File: config.mk
export PLATFORM = sky130hd
export DESIGN_NAME = uart_status_flags
export DESIGN_NICKNAME = d
export VERILOG_FILES = /design/src/rtl/ustat_pkg.sv /design/src/rtl/ustat_rx_check.sv /design/src/rtl/ustat_flag_cell.sv /design/src/rtl/uart_status_flags.sv
export SDC_FILE = /design/constraint.sdc
export NUM_CORES = 1
export LEC_CHECK = 0
export ABC_AREA = 1
export BUFFER_PORTS_ARGS = -buffer_cell sky130_fd_sc_hd__buf_2
export CORE_MARGIN = 8
export CORE_UTILIZATION = 45
export DETAILED_ROUTE_END_ITERATION = 6
export MAX_ROUTING_LAYER = met4
export PLACE_DENSITY = 0.81
export RECOVER_POWER = 25
export SYNTH_ARGS = -nofsm -noshare
export SYNTH_HDL_FRONTEND = slang
export SYNTH_SLANG_ARGS = --single-unit
File: constraint.sdc
create_clock -name clk -period 1.4 [get_ports clk]
set_input_delay 0.14 -clock clk [delete_from_list [all_inputs] [get_ports clk]]
set_output_delay 0.14 -clock clk [all_outputs]
set_load 0.02 [all_outputs]
File: src/rtl/ustat_pkg.sv
package ustat_pkg;
    parameter int unsigned RX_DATA_W = 8;
    localparam int unsigned STAT_W    = 2;
    localparam int unsigned IDX_TXEND = 0;
    localparam int unsigned IDX_RXERR = 1;
    localparam logic [STAT_W-1:0] STAT_IDLE = 2'b01;

    typedef logic [RX_DATA_W-1:0] rx_data_t;

    typedef struct packed {
        rx_data_t data;
        logic     fer;
        logic     per;
    } rx_entry_t;

    function automatic logic parity_bad(rx_data_t d, logic pbit, logic odd_sel);
        return (^{d, pbit}) ^ odd_sel;
    endfunction
endpackage

File: src/rtl/ustat_rx_check.sv
module ustat_rx_check
    import ustat_pkg::*;
(
    input  logic      clk,
    input  logic      rst,
    input  logic      done_i,
    input  rx_data_t  data_i,
    input  logic      par_i,
    input  logic      stop_i,
    input  logic      par_en_i,
    input  logic      par_odd_i,
    output logic      err_set_o,
    output logic      push_o,
    output rx_entry_t entry_o
);
    rx_entry_t chk;

    always_comb begin
        chk.data  = data_i;
        chk.fer   = ~stop_i;
        chk.per   = par_en_i & parity_bad(data_i, par_i, par_odd_i);
        err_set_o = done_i & (chk.fer | chk.per);
    end

    always_ff @(posedge clk) begin
        if (rst) begin
            push_o  <= 1'b0;
            entry_o <= '0;
        end else begin
            push_o <= done_i;
            if (done_i) entry_o <= chk;
        end
    end
endmodule

File: src/rtl/ustat_flag_cell.sv
module ustat_flag_cell #(
    parameter logic RST_VAL = 1'b0
) (
    input  logic clk,
    input  logic rst,
    input  logic force_i,
    input  logic set_i,
    input  logic hw_clr_i,
    input  logic rd_i,
    input  logic wr_i,
    input  logic wbit_i,
    output logic flag_o
);
    logic flag_q;
    logic armed_q;
    logic clr_req;

    always_comb begin
        clr_req = hw_clr_i | (wr_i & ~wbit_i & armed_q);
        flag_o  = flag_q;
    end

    always_ff @(posedge clk) begin
        if (rst || force_i) begin
            flag_q  <= RST_VAL;
            armed_q <= 1'b0;
        end else begin
            if (set_i)        flag_q <= 1'b1;
            else if (clr_req) flag_q <= 1'b0;

            if (wr_i)                     armed_q <= 1'b0;
            else if (hw_clr_i && !set_i)  armed_q <= 1'b0;
            else if (rd_i && flag_q)      armed_q <= 1'b1;
        end
    end
endmodule

File: src/rtl/uart_status_flags.sv
module uart_status_flags
    import ustat_pkg::*;
(
    input  logic                 clk,
    input  logic                 rst,
    input  logic                 standby_i,
    input  logic                 rx_done_i,
    input  logic [RX_DATA_W-1:0] rx_data_i,
    input  logic                 rx_par_i,
    input  logic                 rx_stop_i,
    input  logic                 par_en_i,
    input  logic                 par_odd_i,
    output logic                 rxf_push_o,
    output logic [RX_DATA_W-1:0] rxf_data_o,
    output logic                 rxf_fer_o,
    output logic                 rxf_per_o,
    input  logic                 tx_en_i,
    input  logic                 tx_last_i,
    input  logic                 txf_empty_i,
    input  logic                 txf_wr_i,
    input  logic                 reg_rd_i,
    input  logic                 reg_wr_i,
    input  logic [STAT_W-1:0]    reg_wdata_i,
    output logic [STAT_W-1:0]    reg_rdata_o,
    output logic                 rx_err_o,
    output logic                 tx_end_o
);
    logic        rx_err_set;
    rx_entry_t   entry;
    logic [STAT_W-1:0] set_v;
    logic [STAT_W-1:0] hwclr_v;
    logic [STAT_W-1:0] flags;

    ustat_rx_check u_rx_check (
        .clk       (clk),
        .rst       (rst),
        .done_i    (rx_done_i),
        .data_i    (rx_data_i),
        .par_i     (rx_par_i),
        .stop_i    (rx_stop_i),
        .par_en_i  (par_en_i),
        .par_odd_i (par_odd_i),
        .err_set_o (rx_err_set),
        .push_o    (rxf_push_o),
        .entry_o   (entry)
    );

    always_comb begin
        set_v              = '0;
        hwclr_v            = '0;
        set_v[IDX_TXEND]   = ~tx_en_i | (tx_last_i & txf_empty_i);
        hwclr_v[IDX_TXEND] = txf_wr_i;
        set_v[IDX_RXERR]   = rx_err_set;
    end

    for (genvar gi = 0; gi < STAT_W; gi++) begin : g_flag
        ustat_flag_cell #(.RST_VAL(STAT_IDLE[gi])) u_cell (
            .clk      (clk),
            .rst      (rst),
            .force_i  (standby_i),
            .set_i    (set_v[gi]),
            .hw_clr_i (hwclr_v[gi]),
            .rd_i     (reg_rd_i),
            .wr_i     (reg_wr_i),
            .wbit_i   (reg_wdata_i[gi]),
            .flag_o   (flags[gi])
        );
    end

    always_comb begin
        reg_rdata_o = flags;
        rx_err_o    = flags[IDX_RXERR];
        tx_end_o    = flags[IDX_TXEND];
        rxf_data_o  = entry.data;
        rxf_fer_o   = entry.fer;
        rxf_per_o   = entry.per;
    end
endmodule

# ---- After elaboration in Yosys (flattened, before gate mapping)
# Cells that the tools add are included.
# Widths: inputs -> output; s select.
dict set report op_classes {
  n_addsub 0
  multipliers 0
  div 0
  order_cmp 0
  n_eq_ne 0
  shift 0
  n_mux 2
  n_bitwise 15
  reduce_logical 10
}
# op count
set ops {}
lappend ops {{$reduce_xor 9->1} 1}
lappend ops {{$and 1x1->1} 7}
lappend ops {{$not 1->1} 4}
lappend ops {{$reduce_or 2->1} 2}
lappend ops {{$logic_and 1x1->1} 3}
lappend ops {{$or 1x1->1} 3}
lappend ops {{$reduce_or 3->1} 1}
lappend ops {{$mux 1} 2}
lappend ops {{$reduce_bool 2->1} 1}
lappend ops {{$logic_not 1->1} 1}
lappend ops {{$logic_or 1x1->1} 1}
lappend ops {{$xor 1x1->1} 1}
dict set report totals {
  ff_bits 15
  latchBits 0
  ramBits 0
  romBits 0
  inputBits 24
  out_inout_bits 15
  word_cells 35
  mem_count 0
}

# ---- Logic depth before layout (Yosys ltp)
# Gate-level depths: netlist of run 1.
dict set report depth {
  depth_word 6
  mapped_depth 11
  depth_no_buf 11
}

# ---- By module
# From an unflattened synthesis of run 1, not the netlist that was laid out.
dict set report hier_totals {
  hier_cells 123
  area_unflattened_um2 794.5
}
# mod instances cells_per_inst area_each_um2 seq_area_each_um2
set modules_own_cells {}
lappend modules_own_cells {ustat_rx_check 1 88 573.0 220.2}
lappend modules_own_cells {{ustat_flag_cell at g_flag[1].u_cell} 1 15 101.3 40.0}
lappend modules_own_cells {{ustat_flag_cell at g_flag[0].u_cell} 1 15 93.8 40.0}
lappend modules_own_cells {uart_status_flags 1 5 26.3 0.0}

# ---- Worst setup path after synthesis of run 1
# Ideal clock, no wire load.
dict set report synth_path {
  path_kind {register to register}
  start {register g_flag[0].u_cell.flag_q}
  end {register g_flag[0].u_cell.armed_q}
  setup_time_ps 91
  t_arrival_ps 758
  required_time_ps 1309
  setup_slack_ps 551
  stages_incl_launch_ff 3
  path_buffers 0
  period_less_slack_ps 849
  path_cell_list {dfxtp_1 -> a21oi_1 -> a311oi_1}
}
dict set report synth_via {
  elab_chain_cells 1
}
# item line
set synth_rtl {}
lappend synth_rtl {{start: declaration} ustat_flag_cell.sv:14} ;# logic flag_q;
lappend synth_rtl {{start signal: assignment} ustat_flag_cell.sv:25} ;# flag_q <= RST_VAL;
lappend synth_rtl {{start signal: assignment} ustat_flag_cell.sv:28} ;# if (set_i) flag_q <= 1'b1;
lappend synth_rtl {{start signal: assignment} ustat_flag_cell.sv:29} ;# else if (clr_req) flag_q <= 1'b0;
lappend synth_rtl {{$logic_and 1x1->1} ustat_flag_cell.sv:33} ;# else if (rd_i && flag_q) armed_q <= 1'b1;
lappend synth_rtl {{end signal: assignment} ustat_flag_cell.sv:31} ;# if (wr_i) armed_q <= 1'b0;
lappend synth_rtl {{end signal: assignment} ustat_flag_cell.sv:32} ;# else if (hw_clr_i && !set_i) armed_q <= 1'b0;
lappend synth_rtl {{end signal: assignment} ustat_flag_cell.sv:33}
lappend synth_rtl {{end: declaration} ustat_flag_cell.sv:15} ;# logic armed_q;
# No other way between the ends.
# A chain may end at the register's enable or synchronous reset.

# ---- Final worst setup path of run 1
dict set report layout_path {
  start {input rx_done_i}
  end {register g_flag[1].u_cell.flag_q}
}
dict set report layout_via {
  elab_chain_cells 2
  word_cells_on_any_way 3
  cone_classes {mux: 1; bitwise: 1; reduce/logical: 1}
}
# item line
set layout_rtl {}
lappend layout_rtl {{start: declaration} uart_status_flags.sv:7} ;# input logic rx_done_i,
lappend layout_rtl {{$and 1x1->1 *} ustat_rx_check.sv:22} ;# err_set_o = done_i & (chk.fer | chk.per);
lappend layout_rtl {{$mux 1 / $reduce_bool 2->1 (equally long branches)} -}
lappend layout_rtl {{end signal: assignment} ustat_flag_cell.sv:25}
lappend layout_rtl {{end signal: assignment} ustat_flag_cell.sv:28}
lappend layout_rtl {{end signal: assignment} ustat_flag_cell.sv:29}
lappend layout_rtl {{end: declaration} ustat_flag_cell.sv:14}
# Every way passes the cells marked *; elsewhere a longest branch is shown, timed or not.

==> results of run 1 <==
## worst reg2reg max path: cells and delay by family (launching register included)
family | cells | cell delay [ps]
compound gates | 1 | 120
flops | 1 | 340
simple gates | 4 | 240
## layout by cell type, fill, tap and decap left out, types with 2 or more instances in the layout
master     n
nand2_1   20
nand3_1    3
clkbuf_1   2
o21ai_0    2
dfxtp_1   15
a21oi_2    2
a21oi_1    8
nor2_1    17
xnor2_1    2
clkbuf_4   3
o21ai_1    6
buf_2     37
xor2_1     2
inv_1     13
## layout make-up
class	instances	area, sq um
inverters	14	52.6
repair buffers	38	189
fillers	145	562
flip-flops and latches	15	300
well taps	16	20.0
multi-input cells	67	322
clock buffers	4	26.3
## final timing paths
kind                                               start                      end  slack, ps
worst max-delay path                           rx_done_i  g_flag[1].u_cell.flag_o        400
worst min-delay path                             tx_en_i  g_flag[0].u_cell.flag_o         60
worst max register to register  g_flag[0].u_cell.armed_q  g_flag[0].u_cell.flag_o        590
worst min register to register     u_rx_check.entry_o[1]    u_rx_check.entry_o[1]        480
## stage by stage
stage               util [%]  worst slack [ps]  hold WS [ps]  cell area (sq um)
finish                  61.8               396          61.5                910
global route            61.8               266          66.0                910
CTS                     61.9               424          57.1                911
detailed placement      60.1               323           347                885
global placement        60.1               378           345                885
floorplan                  -               551           202                694
## power breakdown
part           switching [uW]  internal (uW)
registers                13.1            451
clock network             132            110
logic                     127           80.3
total                     272            641
## metal layers
layer / vias up / wire [um]
met5: - / 0
met4: 0 / 20
met3: 2 / 93
met2: 24 / 966
met1: 331 / 761
li1: 387 / -
## registers in the layout (all words and copies together) (netlist names)
signal / cells
g_flag.u_cell.armed_q: 2
g_flag.u_cell.flag_o: 2
u_rx_check.entry_o: 10
u_rx_check.push_o: 1
## cells by family (layout without fill, tap and decap cells)
kind of cell | count (synthesis) | count (layout) | share of synthesized area, %
xor gates and xnor gates | 4 | 4 | 5.05
buffers and inverters | 17 | 56 | 10.4
DFF | 15 | 15 | 43.2
and+or+nand+nor | 44 | 44 | 25.9
AOI/OAI and AO/OA | 19 | 19 | 15.3
==> metrics.txt, run 1 <==
Syn. warnings 0; Power, Total 913 uW; worst hold path type in2reg; Post-Syn Area 694 sq um; initial core utilization 47.2%; Total Routing Usage GR 12.4%; setup bufs post-CTS 0; Clk Latency, worst-skew pair 270 ps; FP Rows 14; PD cells 1000 nW/um^2; fin crit share 71.7%; placed cells 150; number of synthesized flops with an enable pin 0; critical path depth in cells 5; post-DP HPWL 1.51 mm; top cells by area, synth dfxtp_1 43%, nand2_1 11%, nor2_1 9.2%; CTS Buf Count 3; critical path's top delay family buffers and inverters; IO buf count 38; final setup vio count 0; top cell type by total area after synthesis dfxtp_1; status completed; Pleak 0.000501 uW; final WL 1.84 mm; most frequently used flop master after synthesis dfxtp_1; cells on worst reg2reg path 5; routability cong. 0.732; fmax 996 MHz; # IOs 39; Hold Vio Cnt, Final 0; Most Crowded Layer GR met2; Antenna Violating Nets Remaining 0; die area 3060 sq um; Antenna Diode Count 0; Buf+Inv Stages, Crit Path 2; Worst IR Drop VDD 0.592 mV; GR Util met3 3.88%; minimum clock period after layout 1000 ps; routed vias 744; clock sink count 15; first-pass GRT wire length 3.19 mm; fin. max-slew vios 0; GR Util met1 12.3%; synthesized area per cell 7.01 sq um; CTS tree built; Max Cap Violations 0; Setup Crit Path Kind in2reg; vias in the first global route 804; Gate Count Post-Synth 99; fraction of met2 tracks used by global routing 21.8%; Worst Path Arrival 1220 ps; Residual DRC 0; Clk pin slew, worst setup/hold paths 80 ps; core area 1470 sq um; Async S/R FF share, synth 0%; Max FO, Critical Path 13; Yosys cell types 19; crit path max-delay cell type clkbuf_1; H-Tree Level Count 1; PostCTS Resize Cnt 0; Max-slew headroom 66.6%; Setup Skew 0.0485 ps; Crit path largest cell delay 380 ps; CP Launch Type input pin; Overflow after GRT 0; #FFs+latches synth 15; area grow syn2layout 31.0%; sequential fraction of the synthesis area 43.2%; measured slew at the worst slew-check pin 500 ps; initial antenna violation count 0; Post-synth top cells 20 x nand2_1, 17 x nor2_1, 15 x dfxtp_1, 12 x inv_1, 8 x a21oi_1; wire per inst 11.9 um; Iter 0 DRT Violations 6; Nets 163; CP Data Required Time 1620 ps; chip width 55.3 um; Cell Chain, Critical Path clkbuf_1 -> inv_1 -> nor2_1 -> a21oi_1 -> a21oi_2; cts hold-fix bufs 0; Setup crit end kind register; Synth top area share 43.2%; Min-Delay Path Depth 2; Vias per Instance 4.83; Max clock buf depth 2; Fin Setup TNS 0 ps; final std cells w/o fill 154; clock root cell clkbuf_4; cell with the most instances after synthesis nand2_1; chip height 55.3 um; drt pass-1 iters 4; syn nets 123; share of layout cells above drive strength 1 32.6%; largest net degree at the start of global routing 14; RSZ-0062 raised after global routing false
(Power assumes the default switching activity.)
==> inputs of run 2 (changes only) <==
--- a/config.mk
+++ b/config.mk
@@ -8,10 +8,10 @@
 export ABC_AREA = 1
 export BUFFER_PORTS_ARGS = -buffer_cell sky130_fd_sc_hd__buf_2
 export CORE_MARGIN = 8
-export CORE_UTILIZATION = 45
+export CORE_UTILIZATION = 42
 export DETAILED_ROUTE_END_ITERATION = 6
 export MAX_ROUTING_LAYER = met4
-export PLACE_DENSITY = 0.81
+export PLACE_DENSITY = 0.77
 export RECOVER_POWER = 25
 export SYNTH_ARGS = -nofsm -noshare
 export SYNTH_HDL_FRONTEND = slang
==> constraint.sdc (replaced) <==
create_clock -name clk -period 1 [get_ports clk]
set_input_delay 0.1 -clock clk [delete_from_list [all_inputs] [get_ports clk]]
set_output_delay 0.1 -clock clk [all_outputs]
set_load 0.02 [all_outputs]
==> metrics.txt, run 2 (same netlist as run 1, synthesis figures left out) <==
status completed; Clk Latency, worst-skew pair 280 ps (about the same); minimum clock period after layout 944 ps; routability cong. 0.711 (-2.8%); dpl ws -20.8 ps (-344 ps); clock root cell clkbuf_4; Top reg by flops u_rx_check.entry_o; drt pass-1 iters 4 (unchanged); final setup vio count 0 (unchanged); chip height 56.7 um (+2.5%); final WL 1.74 mm (-5.4%); Worst Path Arrival 840 ps (-380 ps); Worst IR Drop VDD 0.818 mV (+38%); RSZ-0062 raised after global routing false; critical path depth in cells 1 (-4); die area 3210 sq um (+5.1%); area grow syn2layout 32.3%; Max FO, Critical Path 4 (-9); first-pass GRT wire length 2.88 mm (-9.7%); FP Rows 14 (unchanged); IO buf count 38 (unchanged); clock sink count 15 (unchanged); fmax 1060 MHz; setup bufs post-CTS 0 (unchanged); Residual DRC 0 (unchanged); CP Launch Type register; CTS tree built; cts hold-fix bufs 0 (unchanged); # IOs 39 (unchanged); fin. max-slew vios 0 (unchanged); critical path's top delay family flip-flops; core area 1520 sq um (+3.6%); CP Data Required Time 900 ps (-720 ps); initial core utilization 45.6% (-1.6 points); post-DP HPWL 1.50 mm (-0.57%); PostCTS Resize Cnt 0 (unchanged); Placed Area 892 sq um (+0.85%); Vias per Instance 4.55 (-5.7%); fin crit share 94.4%; vias in the first global route 714 (-11%); Fin Setup TNS 0 ps (unchanged); Buf+Inv Stages, Crit Path 1 (-1); routed vias 706 (-5.1%); measured slew at the worst slew-check pin 314 ps (-186 ps); worst setup slack after layout 56.0 ps (-340 ps); final std cells w/o fill 155 (+0.65%); Clk pin slew, worst setup/hold paths 90 ps (about the same); Total Routing Usage GR 11.0% (-1.4 points); crit path max-delay cell type dfxtp_1; worst hold path type in2reg; initial antenna violation count 0 (unchanged); Min-Delay Path Depth 2 (unchanged); share of layout cells above drive strength 1 33.8% (+1.2 points); cells on worst reg2reg path 5 (unchanged); commonest non-fill, non-tap cell in the layout buf_2; most frequent cells in the layout 37 x buf_2, 20 x nand2_1, 17 x nor2_1, 15 x dfxtp_1, 13 x inv_1; WHS 16.2 ps (-45.3 ps); Antenna Diode Count 0 (unchanged); placed cells 151 (+0.67%); max reg flops 10 (unchanged); CTS Buf Count 3 (unchanged); Cell Chain, Critical Path buf_2; Setup Skew 0.631 ps (+0.583 ps); H-Tree Level Count 1 (unchanged); Crit path largest cell delay 380 ps (about the same); Hold Vio Cnt, Final 0 (unchanged); Iter 0 DRT Violations 2 (-4); PD cells 1400 nW/um^2 (+39%); Setup Crit Path Kind reg2out; Max Cap Violations 0 (unchanged); Overflow after GRT 0 (unchanged); Max clock buf depth 2 (unchanged); largest net degree at the start of global routing 10 (-4); Max-slew headroom 79.1% (+12 points); wire per inst 11.2 um (-6.0%); Setup crit end kind output port; cell area after layout 918 sq um (+0.96%); Nets 164 (+0.61%); chip width 56.7 um (+2.5%); Antenna Violating Nets Remaining 0 (unchanged); Pleak 0.000508 uW (+1.5%)
-- run 2: cell types whose count changed in the layout (fill, tap and decap cells not counted) --
cell,previous run,this run
o21ai_0,2,4
o21ai_1,6,4
buf_4,0,1
clkbuf_1,2,1
clkinv_2,0,1
-- run 2: through the flow --
| stage | power (uW) | util, % |
|---|---|---|
| global placement | 946 | 58.5 |
| CTS | 1300 | 60.3 |
| finish | 1280 | 60.3 |
| floorplan | 839 | - |
| detailed placement | 953 | 58.5 |
| global route | 1360 | 60.3 |
-- run 2: where the power goes --
| part | internal (uW) | switching (uW) |
|---|---|---|
| Clock | 148 | 199 |
| Combinational | 115 | 173 |
| Sequential | 631 | 15.8 |
| Total | 894 | 387 |
-- run 2: final cells by class --
type	count	area, sq um
clock buffer	3	22.5
clock inverter	1	5.00
fill	155	606
inverter	14	52.6
multi-input combinational	67	322
sequential	15	300
tap	16	20.0
timing repair buffer	39	196
-- run 2: worst paths after layout --
kind                                  from                       to  slack, ps
setup reg to reg  g_flag[0].u_cell.armed_q  g_flag[0].u_cell.flag_o        200
hold reg to reg      u_rx_check.entry_o[1]    u_rx_check.entry_o[1]        480
setup / recovery   g_flag[0].u_cell.flag_o                 tx_end_o         60
hold / removal                     tx_en_i  g_flag[0].u_cell.flag_o         20
-- run 2: per-layer routing --
layer,global-route usage (%),up-vias,wire (um)
li1,-,388,-
met1,11.8,298,726
met2,17.6,18,888
met3,4.49,2,117
met4,4.12,0,9
met5,-,-,0
